==> src/rtl/sfs_pkg.sv <==
package sfs_pkg;
    localparam int unsigned STATE_W = 3;

    typedef enum logic [STATE_W-1:0] {
        ST_SEARCH = 3'd0,
        ST_NEWF   = 3'd1,
        ST_INF    = 3'd2,
        ST_HOLD1  = 3'd3,
        ST_HOLD2  = 3'd4,
        ST_HOLD3  = 3'd5
    } sfs_state_e;
endpackage

==> src/rtl/sfs_event.sv <==
module sfs_event (
    input  logic tick,
    input  logic pat,
    output logic good_ev,
    output logic bad_ev
);
    // A frame decision exists only on the tick cycle.
    always_comb begin
        good_ev = tick & pat;
        bad_ev  = tick & ~pat;
    end
endmodule

==> src/rtl/sfs_fsm.sv <==
module sfs_fsm
    import sfs_pkg::*;
(
    input  logic               clk,
    input  logic               rst_n,
    input  logic               good_ev,
    input  logic               bad_ev,
    input  logic               fast,
    output logic               oof,
    output logic               locked,
    output logic [STATE_W-1:0] code
);
    sfs_state_e state, nxt;

    always_comb begin
        nxt = state;
        unique case (state)
            ST_SEARCH: if (good_ev) nxt = fast ? ST_INF : ST_NEWF;
            ST_NEWF: begin
                if (good_ev)     nxt = ST_INF;
                else if (bad_ev) nxt = ST_SEARCH;
            end
            ST_INF:    if (bad_ev) nxt = ST_HOLD1;
            ST_HOLD1: begin
                if (good_ev)     nxt = ST_INF;
                else if (bad_ev) nxt = ST_HOLD2;
            end
            ST_HOLD2: begin
                if (good_ev)     nxt = ST_INF;
                else if (bad_ev) nxt = ST_HOLD3;
            end
            ST_HOLD3: begin
                if (good_ev)     nxt = ST_INF;
                else if (bad_ev) nxt = ST_SEARCH;
            end
            default: nxt = ST_SEARCH;
        endcase
    end

    always_ff @(posedge clk) begin
        if (!rst_n) state <= ST_SEARCH;
        else        state <= nxt;
    end

    always_comb begin
        oof    = 1'b0;
        locked = 1'b0;
        unique case (state)
            ST_SEARCH: oof = 1'b1;
            ST_NEWF:   ;
            ST_INF, ST_HOLD1, ST_HOLD2, ST_HOLD3: locked = 1'b1;
            default:   oof = 1'b1;
        endcase
        code = state;
    end


    acquire_step_chk: assert property (@(posedge clk) disable iff (!rst_n)
        ($past(rst_n) && $past(state == ST_SEARCH) && $past(good_ev) && !$past(fast))
        |-> (state == ST_NEWF));

    fast_acquire_chk: assert property (@(posedge clk) disable iff (!rst_n)
        ($past(rst_n) && $past(state == ST_SEARCH) && $past(good_ev) && $past(fast))
        |-> (state == ST_INF));

    lose_after_four_chk: assert property (@(posedge clk) disable iff (!rst_n)
        ($past(rst_n) && $past(state == ST_HOLD3) && $past(bad_ev))
        |-> (state == ST_SEARCH));

    idle_hold_chk: assert property (@(posedge clk) disable iff (!rst_n)
        ($past(rst_n) && !$past(good_ev) && !$past(bad_ev)) |-> $stable(state));

    alarm_drop_chk: assert property (@(posedge clk) disable iff (!rst_n)
        $fell(oof) |-> (state == ST_NEWF || state == ST_INF));
endmodule

==> src/rtl/sonet_frame_sync.sv <==
module sonet_frame_sync
    import sfs_pkg::*;
(
    input  logic               clk,
    input  logic               rst_n,
    input  logic               frm_tick,
    input  logic               pat_ok,
    input  logic               fast_mode,
    output logic               oof_alarm,
    output logic               in_frame,
    output logic [STATE_W-1:0] state_o
);
    logic good_ev, bad_ev;

    sfs_event u_event (
        .tick    (frm_tick),
        .pat     (pat_ok),
        .good_ev (good_ev),
        .bad_ev  (bad_ev)
    );

    sfs_fsm u_fsm (
        .clk     (clk),
        .rst_n   (rst_n),
        .good_ev (good_ev),
        .bad_ev  (bad_ev),
        .fast    (fast_mode),
        .oof     (oof_alarm),
        .locked  (in_frame),
        .code    (state_o)
    );
endmodule

==> config.mk <==
export PLATFORM = sky130hd
export DESIGN_NAME = sonet_frame_sync
export DESIGN_NICKNAME = d
export VERILOG_FILES = /design/src/rtl/sfs_pkg.sv /design/src/rtl/sfs_event.sv /design/src/rtl/sfs_fsm.sv /design/src/rtl/sonet_frame_sync.sv
export SDC_FILE = /design/constraint.sdc
export NUM_CORES = 1
export LEC_CHECK = 0
export BUFFER_PORTS_ARGS = -buffer_cell sky130_fd_sc_hd__buf_4
export CAP_MARGIN = 10
export CORE_AREA = 5 5 42 44
export DETAILED_ROUTE_END_ITERATION = 10
export DIE_AREA = 0 0 47 49
export PLACE_DENSITY = 0.41
export SYNTH_ARGS = -nofsm -noshare
export SYNTH_HDL_FRONTEND = slang
export SYNTH_HIERARCHICAL = 1
export SYNTH_SLANG_ARGS = --single-unit
==> constraint.sdc <==
create_clock -name clk -period 1.7 [get_ports clk]
set_input_delay 0.255 -clock clk [delete_from_list [all_inputs] [get_ports clk]]
set_output_delay 0.255 -clock clk [all_outputs]
set_load 0.005 [all_outputs]
==> out/qor.txt <==
gr usage total = 7.88%
worst path bufs/invs = 2
max reg flops = 3
Pre-antenna DRT Iters = 4
Crit path top cell by count = buf_4
Clock Tree Root = clkbuf_4
Mean Syn Cell Area = 8.37 sq um
dpl ws = 0.150 ns
Synth Area in Simple Gates = 36.9%
GPL Wtd Cong = 0.756
crit path from = u_fsm/code[2]
post-synthesis cell area = 268 sq um
slowest cell delay on critical path = 0.41 ns
worst-path maximum fanout = 6
HP Start = rst_n
total setup buffers inserted after CTS = 0
CTS H-tree lvls = 1
TritonCTS clock tree = done
top-area cell type share of the netlist area = 22.4%
crit-path cells = buf_4 > ha_1 > a31oi_1 > buf_4
required time of the critical path = 1.44 ns
worst setup margin = 0.125 ns
first-pass GRT wire length = 1300 um
TNS Setup = 0 ns
R2R setup slack = 0.22 ns
Routed WL per cell = 12.7 um
power consumption = 0.270 mW
cell taking the most area after synthesis = dfxtp_1
vias in the first global route = 276
die area = 2300 sq um
setup violators final = 0
RSZ-0062 raised after global routing = false
Critical Path Stages = 4
Slowest-stage cell, CP = dfxtp_1
Post-synth EDFFs = 0
quantity of I/O buffers inserted on ports = 9
max-slew violation count = 0
clock buffer depth = 2
R2R cell count = 3
final period utilization = 92.7%
main combinational cell family by area after synthesis = simple AND/OR/NAND/NOR gates
core area = 1400 sq um
crit start category = flip-flop
Arrival @ worst endpoint = 1.32 ns
DRC = 0
Worst Hold End = u_fsm/code[0]
WHS Path Cells = 3
mux contribution to synthesized area = 0%
Worst setup EP type = output port
net count after synthesis = 38
Max-Cap Viols = 0
Post-Synth Adder-Cell Area = 4.67%
largest net degree at the start of global routing = 11
worst hold slack = 0.311 ns
Power Density = 696 nW/um^2
synthesis-to-finish area growth = 44.9%
post-route ant nets = 0
starting density of the core = 19.1%
die height = 49 um
Worst-Skew Late Latency = 0.23 ns
end-of-flow core utilization = 27.7%
critical setup path kind = flip-flop to output port
layout cell share with drive strength beyond 1 = 42.2%
slew at the pin closest to its max-slew limit = 0.488 ns
# IOs = 10
DRT iter0 DRCs = 7
Post-synth ARST share = 0%
Distinct cells, synth = 23
Synth Area in Compound Gates = 29.4%
TritonCTS Sinks = 3
Nets = 52
Vias = 321
most common cell in the netlist = dfxtp_1
die width = 47 um
status = finished clean
final hold violation count = 0
Post-Route WL = 776 um
top cells by area, synth = dfxtp_1, o311ai_0, o41ai_2
Slew headroom = 67.0%
ys flop type = dfxtp_1
Syn. warnings = 6
Leak = 0.159 nW
Num CTS Buffers = 3
DP HPWL = 593 um
XOR/XNOR Fraction of Synth Area = 0%
Hold Crit Class = input port to flip-flop
Clock Pin Slew Worst Setup and Hold Paths = 0.04 ns
antenna violations before repair = 0
Period minus WS final = 1.58 ns
FF+latch count, synth = 3
worst r2r dst = u_fsm/code[1]
row count = 14
Final Skew = 0.00142 ns
Fmax achieved = 0.635 GHz
global route overflow = 0
Crit path max-delay family = flip-flops
Mapped Cells = 32
Via density = 5.26
register area share after synthesis = 22.4%
Reg2Reg Launch Point = u_fsm/code[0]
maximum vdd drop = 0.245 mV
Ant. Diodes = 0
tightest hold or removal path, cell delays in order:
cell	delay (ns)
buf_4	0.12
nand2_1	0.05
o31ai_1	0.06
metal layers:
layer | global-route usage (%) | part of all wire, % | vias to the layer above
li1 | - | - | 155
met1 | 9.41 | 42 | 153
met2 | 10.6 | 51 | 13
met3 | 3.69 | 6.8 | 0
met4 | 5.53 | 0 | 0
met5 | 0 | 0 | -
report_power, final:
group | internal, mW | switching [mW] | total, mW
Combinational | 0.0334 | 0.0276 | 0.0610
Clock | 0.0881 | 0.0390 | 0.127
Sequential | 0.0747 | 0.00727 | 0.0820
how the worst max path moves through the flow:
stage                    endpoint  slack [ns]
floorplan           u_fsm/code[1]        0.29
global placement    u_fsm/code[1]        0.18
detailed placement  u_fsm/code[1]        0.15
CTS                     oof_alarm        0.07
global route            oof_alarm        0.03
finish                  oof_alarm        0.12
timing repair:
action                                  CTS  global route
resized for setup                         0             1
hold buffers                              0             0
endpoints found under the setup margin    0             1
per-stage QoR:
| step | std cells | cell area (sq um) |
|---|---|---|
| after floorplan | 32 | 268 |
| after global placement | 57 | 360 |
| after detailed placement | 57 | 360 |
| after CTS | 61 | 387 |
| after global routing | 61 | 388 |
| final | 61 | 388 |
kinds of logic (layout without fill, tap and decap cells):
group	count (synthesis)	in the layout
AO/OA/AOI/OAI	10	10
adder cells (fa/ha/maj)	1	1
buffers and inverters	4	17
flip-flops	3	3
AND/OR/NAND/NOR	14	14
cells in the final DEF, fill, tap and decap left out, drive strengths merged:
master,n
nor2,1
and4bb,1
ha,1
nand2,1
and2b,1
o41ai,1
nor4,2
dfxtp,3
o311ai,2
nor4b,1
a211oi,1
and2,1
a31oi,1
o31ai,1
nand2b,2
buf,11
o21ai,1
inv,2
a32oi,1
clkbuf,4
or3,1
nor3b,2
a21oi,2
nand3b,1
layout make-up:
| class | count | area (sq um) |
|---|---|---|
| sequential | 3 | 61.3 |
| fill | 165 | 1010 |
| inverter | 2 | 7.51 |
| multi-input combinational | 25 | 190 |
| timing repair buffer | 11 | 82.6 |
| tap | 16 | 20.0 |
| clock buffer | 4 | 26.3 |
(Power assumes the default switching activity.)
